**config.mk**
```make
export PLATFORM = sky130hd
export DESIGN_NAME = xrb_top
export DESIGN_NICKNAME = d
export VERILOG_FILES = /design/src/rtl/xrb_pkg.sv /design/src/rtl/xrb_rst_sync.sv /design/src/rtl/xrb_regfile.sv /design/src/rtl/xrb_addr_xlate.sv /design/src/rtl/xrb_top.sv
export SDC_FILE = /design/constraint.sdc
export NUM_CORES = 1
export LEC_CHECK = 0
export BUFFER_PORTS_ARGS = -buffer_cell sky130_fd_sc_hd__buf_2
export CORE_MARGIN = 4
export CORE_UTILIZATION = 47
export DETAILED_ROUTE_END_ITERATION = 8
export HOLD_SLACK_MARGIN = 0.15
export PLACE_DENSITY = 0.76
export SLEW_MARGIN = 40
export SYNTH_ARGS = -nofsm -noshare
export SYNTH_HDL_FRONTEND = slang
export SYNTH_SLANG_ARGS = --single-unit
```
**constraint.sdc**
```tcl
create_clock -name clk -period 1.9 [get_ports clk]
set_input_delay 0.38 -clock clk [delete_from_list [all_inputs] [get_ports clk]]
set_output_delay 0.38 -clock clk [all_outputs]
set_load 0.1 [all_outputs]
```
**src/rtl/xrb_pkg.sv**
```systemverilog
package xrb_pkg;
  localparam int DATA_W = 8;
  localparam int IDX_W  = 8;

  localparam logic [IDX_W-1:0] IDX_BANK_A = 8'h09;
  localparam logic [IDX_W-1:0] IDX_BANK_B = 8'h0A;
  localparam logic [IDX_W-1:0] IDX_MEMCFG = 8'h0B;
  localparam logic [IDX_W-1:0] IDX_VCFG   = 8'h0C;
  localparam logic [IDX_W-1:0] IDX_CRT    = 8'h0D;
  localparam logic [IDX_W-1:0] IDX_VCTL   = 8'h0E;
  localparam logic [IDX_W-1:0] IDX_KEY    = 8'h0F;

  localparam logic [DATA_W-1:0] KEY_RESET   = 8'h05;
  localparam logic [2:0]        UNLOCK_CODE = 3'b101;
  localparam int                DUAL_BIT    = 3;
  localparam int                CRT_HI_LSB  = 3;

  typedef struct packed {
    logic [DATA_W-1:0] key;
    logic [DATA_W-1:0] bank_a;
    logic [DATA_W-1:0] bank_b;
    logic              dual;
    logic [DATA_W-1:0] vcfg;
    logic [DATA_W-1:0] crt;
    logic [DATA_W-1:0] vctl;
  } xrb_regs_t;
endpackage

```
**src/rtl/xrb_rst_sync.sv**
```systemverilog
module xrb_rst_sync #(
  parameter int STAGES = 2
) (
  input  logic clk,
  input  logic rst_n,
  output logic rst_sync_n
);
  logic [STAGES-1:0] sync_q;

  always_ff @(posedge clk or negedge rst_n) begin
    if (!rst_n) sync_q <= '0;
    else        sync_q <= {sync_q[STAGES-2:0], 1'b1};
  end

  assign rst_sync_n = sync_q[STAGES-1];
endmodule

```
**src/rtl/xrb_regfile.sv**
```systemverilog
module xrb_regfile
  import xrb_pkg::*;
(
  input  logic              clk,
  input  logic              rst_n,
  input  logic [1:0]        mem_size,
  input  logic [IDX_W-1:0]  idx,
  input  logic              wr,
  input  logic [DATA_W-1:0] wdata,
  output logic [DATA_W-1:0] rdata,
  output xrb_regs_t         regs
);
  xrb_regs_t regs_q, regs_d;
  logic      unlocked;

  assign unlocked = (regs_q.key[2:0] == UNLOCK_CODE);

  // next-state
  always_comb begin
    regs_d = regs_q;
    if (idx == IDX_KEY) begin
      regs_d.key = wdata;
    end else if (unlocked) begin
      case (idx)
        IDX_BANK_A: regs_d.bank_a = wdata;
        IDX_BANK_B: regs_d.bank_b = wdata;
        IDX_MEMCFG: regs_d.dual   = wdata[DUAL_BIT];
        IDX_VCFG:   regs_d.vcfg   = wdata;
        IDX_CRT:    regs_d.crt    = wdata;
        IDX_VCTL:   regs_d.vctl   = wdata;
        default:    regs_d        = regs_q;
      endcase
    end
  end

  // state, clock enable on the write strobe
  always_ff @(posedge clk or negedge rst_n) begin
    if (!rst_n) begin
      regs_q.key    <= KEY_RESET;
      regs_q.bank_a <= '0;
      regs_q.bank_b <= '0;
      regs_q.dual   <= 1'b0;
      regs_q.vcfg   <= '0;
      regs_q.crt    <= '0;
      regs_q.vctl   <= '0;
    end else if (wr) begin
      regs_q <= regs_d;
    end
  end

  // combinational read mux
  always_comb begin
    rdata = '0;
    if (idx == IDX_KEY) begin
      rdata = regs_q.key;
    end else if (unlocked) begin
      case (idx)
        IDX_BANK_A: rdata = regs_q.bank_a;
        IDX_BANK_B: rdata = regs_q.bank_b;
        IDX_MEMCFG: rdata = {mem_size, 2'b00, regs_q.dual, 3'b000};
        IDX_VCFG:   rdata = regs_q.vcfg;
        IDX_CRT:    rdata = regs_q.crt;
        IDX_VCTL:   rdata = regs_q.vctl;
        default:    rdata = '0;
      endcase
    end
  end

  assign regs = regs_q;
endmodule

```
**src/rtl/xrb_addr_xlate.sv**
```systemverilog
module xrb_addr_xlate #(
  parameter int BANK_W  = 8,
  parameter int GRAN_LG = 12,
  parameter int OFF_W   = 16,
  parameter int ADDR_W  = 20
) (
  input  logic [BANK_W-1:0] bank,
  input  logic [OFF_W-1:0]  cpu_off,
  input  logic [1:0]        mem_size,
  output logic [ADDR_W-1:0] vid_addr
);
  localparam int BASE_W = BANK_W + GRAN_LG;
  localparam int SUM_W  = ((BASE_W > OFF_W) ? BASE_W : OFF_W) + 1;

  logic [SUM_W-1:0]  base_w, off_w, sum_w;
  logic [ADDR_W-1:0] size_mask;

  assign base_w = SUM_W'(bank) << GRAN_LG;
  assign off_w  = SUM_W'(cpu_off);
  assign sum_w  = base_w + off_w;

  // largest size fills ADDR_W bits; each smaller code halves it
  always_comb begin
    case (mem_size)
      2'b11:   size_mask = {ADDR_W{1'b1}};
      2'b10:   size_mask = {ADDR_W{1'b1}} >> 1;
      default: size_mask = {ADDR_W{1'b1}} >> 2;
    endcase
  end

  assign vid_addr = sum_w[ADDR_W-1:0] & size_mask;
endmodule

```
**src/rtl/xrb_top.sv**
```systemverilog
module xrb_top
  import xrb_pkg::*;
#(
  parameter int OFF_W   = 16,
  parameter int ADDR_W  = 20,
  parameter int GRAN_LG = 12
) (
  input  logic              clk,
  input  logic              rst_n,
  input  logic [1:0]        mem_size_strap,
  input  logic [IDX_W-1:0]  reg_idx,
  input  logic              reg_wr,
  input  logic [DATA_W-1:0] reg_wdata,
  output logic [DATA_W-1:0] reg_rdata,
  input  logic [7:0]        misc_out_reg,
  input  logic [OFF_W-1:0]  cpu_off,
  output logic [ADDR_W-1:0] vid_addr,
  output logic              dual_bank_en,
  output logic [1:0]        disp_start_hi,
  output logic [1:0]        cursor_start_hi,
  output logic [1:0]        pclk_sel
);
  logic      rst_q_n;
  xrb_regs_t regs_q;

  xrb_rst_sync #(.STAGES(2)) u_rst (
    .clk        (clk),
    .rst_n      (rst_n),
    .rst_sync_n (rst_q_n)
  );

  xrb_regfile u_regs (
    .clk      (clk),
    .rst_n    (rst_q_n),
    .mem_size (mem_size_strap),
    .idx      (reg_idx),
    .wr       (reg_wr),
    .wdata    (reg_wdata),
    .rdata    (reg_rdata),
    .regs     (regs_q)
  );

  xrb_addr_xlate #(
    .BANK_W  (DATA_W),
    .GRAN_LG (GRAN_LG),
    .OFF_W   (OFF_W),
    .ADDR_W  (ADDR_W)
  ) u_xlate (
    .bank     (regs_q.bank_a),
    .cpu_off  (cpu_off),
    .mem_size (mem_size_strap),
    .vid_addr (vid_addr)
  );

  assign dual_bank_en    = regs_q.dual;
  assign disp_start_hi   = regs_q.crt[CRT_HI_LSB +: 2];
  assign cursor_start_hi = regs_q.crt[CRT_HI_LSB +: 2];
  assign pclk_sel        = misc_out_reg[3:2];
endmodule

```
**After elaboration in Yosys (flattened, before gate mapping)**

Cells that the tools add are included.

- Register bits after elaboration: 51
- Word-level logic and storage cells: 33
- Input bits: 45
- Output and inout bits: 35

- Add/sub/neg operators: 1
- Muxes and demuxes: 5
- Reduce and logical (&&, ||, !) cells: 7
- Equal/unequal tests: 10
- Bitwise gates (word level): 2

Operator list:

| operator | number |
|---|---|
| $eq A8 B4 Y1 const B | 7 |
| $pmux W8 S6 | 1 |
| $pmux W20 S2 | 1 |
| $mux W8 | 3 |
| $reduce_and A4 Y1 | 6 |
| $add A20 B16 Y20 | 1 |
| $and A20 B20 Y20 | 1 |
| $eq A2 B2 Y1 const B | 2 |
| $eq A3 B3 Y1 const B | 1 |
| $reduce_and A2 Y1 | 1 |
| $not A1 Y1 | 1 |

**Logic depth before layout (Yosys ltp)**

Gate-level depths: netlist of run 1.

- Depth after elaboration: 4
- Gate-level depth with buffers: 7
- Mapped depth without buffers: 7

**By module**

From an unflattened synthesis of run 1, not the netlist that was laid out.

- Cell total of the unflattened synthesis: 243
- Area, all modules: 2896.5 µm²

Modules (own cells, without submodules):

| module | cells each | instances | area an instance (µm²) | sequential area each (µm²) |
|---|---|---|---|---|
| xrb_regfile | 191 | 1 | 2486.1 | 1228.7 |
| xrb_addr_xlate | 45 | 1 | 326.6 | 0.0 |
| xrb_rst_sync | 3 | 1 | 53.8 | 50.0 |
| xrb_top | 4 | 1 | 30.0 | 0.0 |

**Worst setup path before layout of run 1**

Ideal clock, no wire load.

- Kind: input-to-output
- From: in reg_idx[1]
- To: out reg_rdata[5]
- Buffers on the path: 2
- Data required time: 1.520 ns
- Arrival time: 3.295 ns
- Path slack: -1.775 ns
- Cell stages on the path: 6
- Cell sequence: buf_2 > nor4bb_1 > clkbuf_2 > a2bb2oi_1 > o21a_1 > o21ai_0

- Longest elaborated chain between the ends: 4
- Elaborated cells on any way between the ends: 10
- Those cells by class: eq/ne (7); mux (3)

Ends and longest elaborated chain:

| what | RTL line | text |
|---|---|---|
| from (decl) | xrb_top.sv:11 | `input logic [IDX_W-1:0] reg_idx,` |
| $eq A8 B4 Y1 | xrb_regfile.sv:57 | `case (idx)` |
| $pmux W8 S6 | xrb_regfile.sv:57 |  |
| $mux W8 | xrb_regfile.sv:56 | `end else if (unlocked) begin` |
| $mux W8 * | xrb_regfile.sv:54 | `if (idx == IDX_KEY) begin` |
| to (decl) | xrb_top.sv:14 | `output logic [DATA_W-1:0] reg_rdata,` |

Mark *: on every way between the ends. The rest lies on a longest branch, timed or not.

**Worst setup path after layout of run 1**

- From: reg u_regs.regs[33] (netlist name)
- To: out vid_addr[19]

- Longest elaborated chain between the ends: 2

Ends and longest elaborated chain:

| what | RTL line | text |
|---|---|---|
| $add A20 B16 Y20 | xrb_addr_xlate.sv:20 | `assign sum_w = base_w + off_w;` |
| $and A20 B20 Y20 | xrb_addr_xlate.sv:31 | `assign vid_addr = sum_w[ADDR_W-1:0] & size_mask;` |
| to (decl) | xrb_top.sv:17 | `output logic [ADDR_W-1:0] vid_addr,` |

No other way between the ends.

==> results of run 1 <==
[area by class of cell]
type	instances	area, um^2	area share [%]
Clock buffer	7	76.3	1.86
Clock inverter	1	30.0	0.733
Inverter	6	26.3	0.641
Sequential cell	51	1280	31.3
Multi-Input combinational cell	154	1650	40.3
Timing Repair Buffer	101	938	22.9
Tap cell	75	93.8	2.29
[repair_timing]
item / in CTS / in global routing
pin swaps: 15 / 7
buffers inserted: 4 / 3
hold buffers: 1 / 0
gates resized for setup: 10 / 8
hold endpoints to repair: 2 / 0
setup endpoints to repair: 15 / 23
[kinds of logic after synthesis]
kind of cell / after synthesis
buffers and inverters: 33
multiplexers: 68
adder cells (fa/ha/maj): 5
other: 1
XOR/XNOR: 4
flip-flops: 51
AND/OR/NAND/NOR: 49
AO/OA/AOI/OAI: 27
[worst max-delay path by stage]
stage,start,endpoint,cells past startpoint
floorplan,u_regs.regs[33]$_DFFE_PN0P_,vid_addr[18],7
global placement,cpu_off[12],vid_addr[18],9
detailed placement,cpu_off[12],vid_addr[18],9
CTS,u_regs.regs[33]$_DFFE_PN0P_,vid_addr[18],8
global route,u_regs.regs[33]$_DFFE_PN0P_,vid_addr[18],8
finish,u_regs.regs[33]$_DFFE_PN0P_,vid_addr[19],8
[cells in the final DEF (no fill, tap or decap), types with 5 or more instances in the layout]
cell      Yosys  final
buf_4        20     47
dfrtp_1      49     47
mux2_2       43     43
buf_2         5     30
buf_12        1     19
nand2_1      17     13
mux2i_1      15     13
mux2_4        8      8
o21ai_4       0      5
clkbuf_8      0      5
[registers in the layout (all words and copies together), names as in the netlist]
| signal | cells |
|---|---|
| u_rst.sync_q | 2 |
| u_regs.regs | 49 |
[metal layers]
metal	vias up	track usage, %
met5	-	0
met4	0	7.91
li1	1002	-
met3	13	4.03
met2	65	35.4
met1	1102	24.6
[per-stage QoR]
| step | worst slack (ns) | setup TNS (ns) | hold WS (ns) |
|---|---|---|---|
| 6_report | -0.580 | -5.63 | 0.244 |
| 3_5_place_dp | -0.398 | -3.78 | 0.168 |
| 4_1_cts | -0.616 | -5.61 | 0.271 |
| 2_1_floorplan | -0.511 | -4.66 | 0.0844 |
| 3_3_place_gp | -0.376 | -2.78 | 0.164 |
| 5_1_grt | -0.683 | -6.87 | 0.289 |
[power breakdown]
| part | internal, uW | switching [uW] | total [uW] |
|---|---|---|---|
| Sequential | 1100 | 13.9 | 1110 |
| Combinational | 105 | 137 | 242 |
| Clock | 394 | 339 | 734 |
| Total | 1600 | 490 | 2090 |
==> flow_metrics.tcl, run 1 <==
set metrics [dict create \
    firstDrtPassIters 4 \
    yosysSeqAreaShare_pct 44.6 \
    critPathMaxStageDelay_ns 0.42 \
    grt_pass1_vias 2358 \
    drc_errors 0 \
    muxShareOfSynthArea_pct 27.9 \
    synth_xor_xnor_area_share_pct 1.22 \
    setup_slack_ns -0.580 \
    top_layer_used "met4" \
    vias_per_cell 5.52 \
    critPathLaunchType "flip-flop" \
    via_count 2182 \
    synth-main-ff-cell "dfrtp_1" \
    routed_wl_mm 7.09 \
    async_reset_ff_share_pct 100 \
    die_h_um 86.1 \
    critPathTopFamily "buffers and inverters" \
    drive_above_1_share_pct 63.7 \
    ctsLongestPathBuffers 2 \
    pin_count 80 \
    leakagePower_uw 0.00196 \
    rows 28 \
    rr_endpoint "u_regs.regs[14]$_DFFE_PN0P_" \
    critPathMaxFanout 2 \
    dr_wl_met3_um 331 \
    outcome "complete, but fails checks" \
    syn_area_mm2 0.00287 \
    wl_per_cell_um 17.9 \
    track_usage_pct 20.3 \
    yosys_warnings 0 \
    antenna_left 0 \
    synth_top_family_by_area "multiplexers" \
    grt_max_degree 29 \
    arrival_ns 2.10 \
    setup_viol 15 \
    syn2layout_area_growth_pct 42.8 \
    ir_worst_vdd_uv 381 \
    rrSetupSlack_ns 0.04 \
    fmax_mhz 403 \
    period_minus_slack_ns 2.48 \
    synth_top_area_cell "dfrtp_1" \
    synth_cell_types 44 \
    utilization_pct 69.2 \
    n_antenna_cell 0 \
    cp_slowest_cell "dfrtp_1" \
    yosysMostFrequentCell "dfrtp_1" \
    wl_met2_mm 3.67 \
    synthAdderAreaFrac_pct 2.44 \
    relSlewSlack_pct 65.7 \
    synthTopCellsByArea "dfrtp_1 43%, mux2_2 17%, buf_4 5.2%" \
    yosys.area_share.simple_pct 10.3 \
    overflow 0 \
    rsz0062_at_grt "true" \
    fin_nets 369 \
    crit_required_ns 1.52 \
    holdCritPathClass "flip-flop to async pin" \
    drv_cap 0 \
    final_max_slew_viol_count 0 \
    cts_sinks 51 \
    worst_clock_skew_ns 0.00768 \
    critPathCaptureType "primary output" \
    place_area_mm2 0.00386 \
    antenna_found_initial 0 \
    initial_core_util_pct 48.5 \
    cts_max_level 2 \
    synth_compound_area_share_pct 5.71 \
    worstSetupPathType "flip-flop to primary output" \
    clk_pin_slew_ns 0.09 \
    die_x_um 86.1 \
    final_cells 395 \
    design_area_mm2 0.00410 \
    worst_slew_pin_slew_ns 0.514 \
    place_inst 380 \
    synth_cells 238 \
    r2r-start "u_regs.regs[41]$_DFFE_PN1P_" \
    synth_nets 288 \
    nFillCells 407 \
    grt_first_pass_wirelength_mm 11.6 \
    worstPathCellList "ha_4 > buf_4 > buf_6 > a211oi_2 > o21ai_2 > nand4_1 > mux2i_4 > buf_12" \
    portBuffers 45 \
    synth-seq-cells 51 \
    period_share_pct 131 \
    cts_tree "yes" \
    die_area_mm2 0.00742 \
    clk-insertion-delay-late_ns 0.30 \
    hpwl_mm 5.29 \
    m1WireLength_mm 2.97 \
    worstRegToRegCells 5 \
    root_buffer "clkbuf_8" \
    violations "negative setup slack" \
    synth_edf_count 0 \
    synth_top_area_share_pct 42.7 \
    synth.avg_cell_area_um2 12.1 \
    globalplace.congestion 0.884 \
    drt-initial-drc-count 67 \
    power_density_mw_per_mm2 509 \
    core_area_mm2 0.00592 \
    hold_viol 0 \
    cts_buffers 5 \
    p_total_uw 2090 \
    netlist_top_cells_count "49 x dfrtp_1, 43 x mux2_2, 20 x buf_4" \
    critical_path_buf_inv_count 3 \
]
No activity file was read; power rests on OpenSTA's default activity.
==> run 2: changes to the inputs <==
--- a/config.mk
+++ b/config.mk
@@ -14,4 +14,5 @@
 export SLEW_MARGIN = 40
 export SYNTH_ARGS = -nofsm -noshare
 export SYNTH_HDL_FRONTEND = slang
+export SYNTH_HIERARCHICAL = 1
 export SYNTH_SLANG_ARGS = --single-unit
==> flow_metrics.tcl, run 2 <==
set metrics [dict create \
    cts_max_level 2 \
    p_int_uw 1470 \
    worst_clock_skew_ns 0.00969 \
    cp_slowest_cell "dfrtp_1" \
    synth_top_area_share_pct 42.3 \
    final_cell_mix "46 x dfrtp_1, 34 x buf_4, 32 x mux2_4" \
    core_area_mm2 0.00596 \
    synth_xor_xnor_area_share_pct 1.21 \
    firstDrtPassIters 4 \
    synthAdderAreaFrac_pct 2.42 \
    synth.avg_cell_area_um2 11.9 \
    ctsLongestPathBuffers 2 \
    synth_cell_types 48 \
    drv_cap 0 \
    overflow 0 \
    synth-main-ff-cell "dfrtp_1" \
    crit_required_ns 1.52 \
    setup_viol 26 \
    yosys.area_share.simple_pct 12.3 \
    period_share_pct 134 \
    antenna_left 0 \
    cts_sinks 51 \
    worstSetupPathType "flip-flop to primary output" \
    critPathTopFamily "adder cells" \
    holdCritPathClass "flip-flop to async pin" \
    p_sw_share_pct 26.1 \
    pwr-share-clk_pct 30.5 \
    clk_pin_slew_ns 0.09 \
    synth_cells 243 \
    grt_first_pass_wirelength_mm 12.6 \
    pre_cts_slack_ns -0.449 \
    die_x_um 86.5 \
    fin_nets 370 \
    muxShareOfSynthArea_pct 24.5 \
    worst_slew_pin_slew_ns 0.540 \
    antenna_found_initial 0 \
    synth_edf_count 0 \
    setup_slack_ns -0.641 \
    fmax_mhz 394 \
    ir_worst_vdd_uv 443 \
    synth_compound_area_share_pct 8.98 \
    synth-seq-cells 51 \
    netlist_top_cells_count "49 x dfrtp_1, 47 x mux2_2, 16 x buf_4" \
    cts_buffers 5 \
    synth_top_area_cell "dfrtp_1" \
    initial_core_util_pct 48.6 \
    pin_count 80 \
    design_area_mm2 0.00436 \
    fin_tns_setup_ns -5.53 \
    leakagePower_uw 0.00209 \
    violations "negative setup slack" \
    via_count 2290 \
    power_density_mw_per_mm2 456 \
    relSlewSlack_pct 64.0 \
    drt-initial-drc-count 156 \
    synth_nets 293 \
    root_buffer "clkbuf_8" \
    hold_viol 0 \
    critical_path_buf_inv_count 2 \
    yosys_warnings 6 \
    arrival_ns 2.16 \
    routed_wl_mm 7.98 \
    n_antenna_cell 0 \
    combinationalPowerShare_pct 13.6 \
    yosysMostFrequentCell "dfrtp_1" \
    period_minus_slack_ns 2.54 \
    syn_area_mm2 0.00290 \
    globalplace.congestion 0.862 \
    largest_reg_flops 49 \
    synthTopCellsByArea "dfrtp_1 42%, mux2_2 18%, buf_4 4.1%" \
    vias_per_cell 5.78 \
    mostFrequentLayoutCell "dfrtp_1" \
    seq_power_share_pct 56.0 \
    outcome "complete, but fails checks" \
    grt_pass1_vias 2490 \
    clk-insertion-delay-late_ns 0.31 \
    critPathCaptureType "primary output" \
    cts_tree "yes" \
    grt_max_degree 27 \
    synth_top_family_by_area "multiplexers" \
    drc_errors 0 \
    hpwl_mm 5.33 \
    die_area_mm2 0.00748 \
    track_usage_pct 21.6 \
    final_max_slew_viol_count 0 \
    critPathMaxStageDelay_ns 0.41 \
    wl_per_cell_um 20.2 \
    die_h_um 86.5 \
    rows 28 \
    nFillCells 365 \
    worstPathCellList "ha_4 > inv_2 > fa_2 > or2b_1 > a21oi_2 > xor2_1 > and2_4 > buf_12" \
    portBuffers 45 \
    drive_above_1_share_pct 67.9 \
    critPathLaunchType "flip-flop" \
    place_area_mm2 0.00387 \
    critPathMaxFanout 2 \
    rsz0062_at_grt "true" \
    power.switching_uw 519 \
    syn2layout_area_growth_pct 50.5 \
    yosysSeqAreaShare_pct 44.1 \
    async_reset_ff_share_pct 100 \
]
-- run 2: what timing repair did --
| item | CTS | global route |
|---|---|---|
| pin swaps | 23 | 19 |
| endpoints found under the setup margin | 15 | 41 |
| hold buffers | 1 | 0 |
| buffers inserted | 6 | 9 |
| gates resized for setup | 40 | 40 |
| hold endpoints to repair | 2 | 0 |
-- run 2: metal layers --
layer	share of wire (%)	track usage, %	up-vias
met5	0	0	-
met4	3.1	8.78	0
met3	4.5	3.71	23
met2	51	37.3	62
met1	41	26.7	1183
li1	-	-	1022
-- run 2: metrics by stage --
| step | utilization [%] | hold WS [ns] | instances | total power (uW) |
|---|---|---|---|---|
| finish | 73.2 | 0.251 | 396 | 1990 |
| global route | 73.2 | 0.309 | 396 | 2060 |
| CTS | 70.0 | 0.277 | 391 | 1980 |
| detailed placement | 65.0 | 0.167 | 378 | 1370 |
| global placement | 65.0 | 0.166 | 378 | 1360 |
| floorplan | - | 0.0844 | 243 | 1400 |
-- run 2: kinds of logic (layout without fill, tap and decap cells) --
family,count (synthesis),after routing
adder cells (fa/ha/maj),5,5
flip-flops,51,51
AND/OR/NAND/NOR,55,55
other,1,1
multiplexers,61,61
buffers and inverters,31,109
AO/OA/AOI/OAI,35,35
XOR/XNOR,4,4
-- run 2: power by group through the flow --
stage / Combinational [uW] / Clock [uW] / Sequential [uW]
floorplan: 263 / 0 / 1140
global placement: 230 / 0 / 1130
detailed placement: 235 / 0 / 1130
CTS: 254 / 614 / 1110
global route: 285 / 658 / 1120
finish: 270 / 605 / 1110
-- run 2: path summary, 6_finish.rpt --
kind / from / end / slack, ns / cells after the start
worst max-delay path: u_regs/regs[33]$_DFFE_PN0P_ / vid_addr[18] / -0.64 / 8
worst min-delay path: u_rst/sync_q[1]$_DFF_PN0_ / u_regs/regs[47]$_DFFE_PN0P_ / 0.25 / 0
worst max register to register: u_regs/regs[41]$_DFFE_PN1P_ / u_regs/regs[35]$_DFFE_PN0P_ / -0.01 / 5
worst min register to register: u_rst/sync_q[1]$_DFF_PN0_ / u_regs/regs[47]$_DFFE_PN0P_ / 0.25 / 0
max in group asynchronous: u_rst/sync_q[1]$_DFF_PN0_ / u_regs/regs[12]$_DFFE_PN0P_ / 1.12 / 1
min in group clk: u_rst/sync_q[0]$_DFF_PN0_ / u_rst/sync_q[1]$_DFF_PN0_ / 0.36 / 0
-- run 2: layout make-up --
| type | instances | area (um^2) | share of cell area (%) |
|---|---|---|---|
| Multi-Input combinational cell | 161 | 1930 | 44.2 |
| Sequential cell | 51 | 1280 | 29.4 |
| Timing Repair Buffer | 96 | 951 | 21.8 |
| Tap cell | 75 | 93.8 | 2.15 |
| Clock buffer | 7 | 76.3 | 1.75 |
| Inverter | 5 | 22.5 | 0.517 |
| Clock inverter | 1 | 5.00 | 0.115 |
-- run 2: worst register-to-register path, delay by kind of cell (launching register included) --
family	cells	cell delay, ns
buffers and inverters	2	0.26
flip-flops	1	0.54
multiplexers	1	0.34
AND/OR/NAND/NOR	2	0.66
==> run 3: changes to the inputs <==
==> constraint.sdc (replaced) <==
create_clock -name clk -period 1.9 [get_ports clk]
set_input_delay 0.095 -clock clk [delete_from_list [all_inputs] [get_ports clk]]
set_output_delay 0.095 -clock clk [all_outputs]
set_load 0.1 [all_outputs]
==> flow_metrics.tcl, run 3 (same netlist as run 2, synthesis figures left out) <==
set metrics [dict create \
    leakagePower_uw 0.00190 \
    period_minus_slack_ns 2.23 \
    fmax_mhz 448 \
    largest_reg_flops 49 \
    critical_path_buf_inv_count 2 \
    arrival_ns 2.14 \
    ctsLongestPathBuffers 2 \
    cts_tree "yes" \
    worstHoldStart "cpu_off[5]" \
    vias_per_cell 5.66 \
    via_count 2172 \
    critPathLaunchType "flip-flop" \
    pin_count 80 \
    rows 28 \
    cp.depth 8 \
    worst_slew_pin_slew_ns 0.548 \
    holdCritPathClass "input pin to primary output" \
    antenna_left 0 \
    relSlewSlack_pct 63.4 \
    overflow 0 \
    hold_viol 0 \
    portBuffers 45 \
    power_density_mw_per_mm2 488 \
    worstPathCellList "ha_4 > inv_2 > fa_2 > or2b_1 > a21oi_2 > xor2_1 > and2_4 > buf_12" \
    fin_nets 358 \
    hold_slack_ns 0.190 \
    track_usage_pct 19.5 \
    place_inst 355 \
    r2r-start "u_regs/regs[41]$_DFFE_PN1P_" \
    setup_viol 9 \
    nFillCells 425 \
    ir_worst_vdd_uv 359 \
    critPathCaptureType "primary output" \
    initial_core_util_pct 48.6 \
    rsz0062_at_grt "true" \
    violations "negative setup slack" \
    crit_required_ns 1.80 \
    critPathMaxFanout 2 \
    grt_pass1_vias 2269 \
    hpwl_mm 5.16 \
    grt_max_degree 29 \
    crit_start "u_regs/regs[33]$_DFFE_PN0P_" \
    globalplace.congestion 0.819 \
    worstSetupPathType "flip-flop to primary output" \
    drt-initial-drc-count 131 \
    worst_clock_skew_ns 0.00697 \
    cp_slowest_cell "dfrtp_1" \
    final_cell_mix "46 x mux2_2, 45 x dfrtp_1, 30 x buf_2" \
    drc_errors 0 \
    cts_buffers 5 \
    final_max_slew_viol_count 0 \
    grt_first_pass_wirelength_mm 11.4 \
    place_area_mm2 0.00356 \
    drive_above_1_share_pct 60.8 \
    core_area_mm2 0.00596 \
    n_antenna_cell 0 \
    min_path_cells 0 \
    firstDrtPassIters 4 \
    routed_wl_mm 7.06 \
    critPathMaxStageDelay_ns 0.40 \
    period_share_pct 117 \
    worstRegToRegCells 6 \
    mostFrequentLayoutCell "mux2_2" \
    design_area_mm2 0.00403 \
    regArea_mm2 0.00128 \
    antenna_found_initial 0 \
    wl_per_cell_um 18.4 \
    multi_input_area_mm2 0.00174 \
    cts_max_level 2 \
    syn2layout_area_growth_pct 39.0 \
    critPathTopFamily "adder cells" \
    die_h_um 86.5 \
    p_total_uw 1960 \
    clk_pin_slew_ns 0.09 \
    die_x_um 86.5 \
    outcome "complete, but fails checks" \
    root_buffer "clkbuf_8" \
    die_area_mm2 0.00748 \
    final_cells 384 \
    setup_slack_ns -0.332 \
    clk-insertion-delay-late_ns 0.30 \
    cts_sinks 51 \
    drv_cap 0 \
]
==> run 3: cell count changes in the layout (fill, tap and decap cells not counted), moves of 3 or more <==
cell           previous run  this run
mux2_2                   23        46
buf_6                    16         6
buf_4                    34        22
dlygate4sd3_1             1        10
mux2_4                   32         9
nor3_4                    5         1
a221o_4                   3         0
buf_2                    26        30
nor3_2                    0         4
a221o_2                   1         4
==> run 3: worst paths after layout <==
path / end / slack, ns
worst min-delay path: vid_addr[5] / 0.19
worst max register to register: u_regs/regs[26]$_DFFE_PN0P_ / 0.05
max in group asynchronous: u_regs/regs[41]$_DFFE_PN1P_ / 1.06
min in group asynchronous: u_regs/regs[35]$_DFFE_PN0P_ / 0.25
worst min register to register: u_regs/regs[35]$_DFFE_PN0P_ / 0.25
worst max-delay path: vid_addr[18] / -0.33
==> run 3: power by group <==
part / internal (uW) / switching, uW
sequential: 1100 / 14.5
combinational: 95.0 / 142
clock: 258 / 358
==> run 3: timing repair <==
action / 4_1_cts / 5_1_grt
resized for setup: 21 / 25
pin swaps: 13 / 14
endpoints found under the setup margin: 9 / 27
endpoints found under the hold margin: 45 / 0
buffers inserted: 9 / 7
hold buffers: 10 / 0
==> run 3: worst register-to-register path, delay by kind of cell, from the launching register on <==
family | cells | cell delay [ns]
buf+inv | 3 | 0.49
simple gates | 2 | 0.36
mux | 1 | 0.34
flops | 1 | 0.55
==> run 3: cell type report <==
cell class	count	share of cell area, %
Sequential cell	51	31.9
Clock inverter	2	0.311
Inverter	5	0.466
Timing Repair Buffer	84	19.9
Clock buffer	6	1.80
Multi-Input combinational cell	161	43.3
Tap cell	75	2.33
==> run 3: stage by stage <==
step	setup WS [ns]	utilization [%]	setup TNS (ns)
floorplan	-0.192	-	-0.327
global placement	0.0346	59.8	0
detailed placement	-0.0201	59.8	-0.0308
CTS	-0.333	65.4	-1.53
global route	-0.391	67.6	-2.27
finish	-0.332	67.6	-1.49
==> run 3: per-layer routing <==
| metal | GRT usage (%) | part of all wire, % |
|---|---|---|
| met1 | 24.6 | 42 |
| met2 | 34.4 | 52 |
| met3 | 3.33 | 5.0 |
| met4 | 5.67 | 1.1 |
| met5 | 0 | 0 |
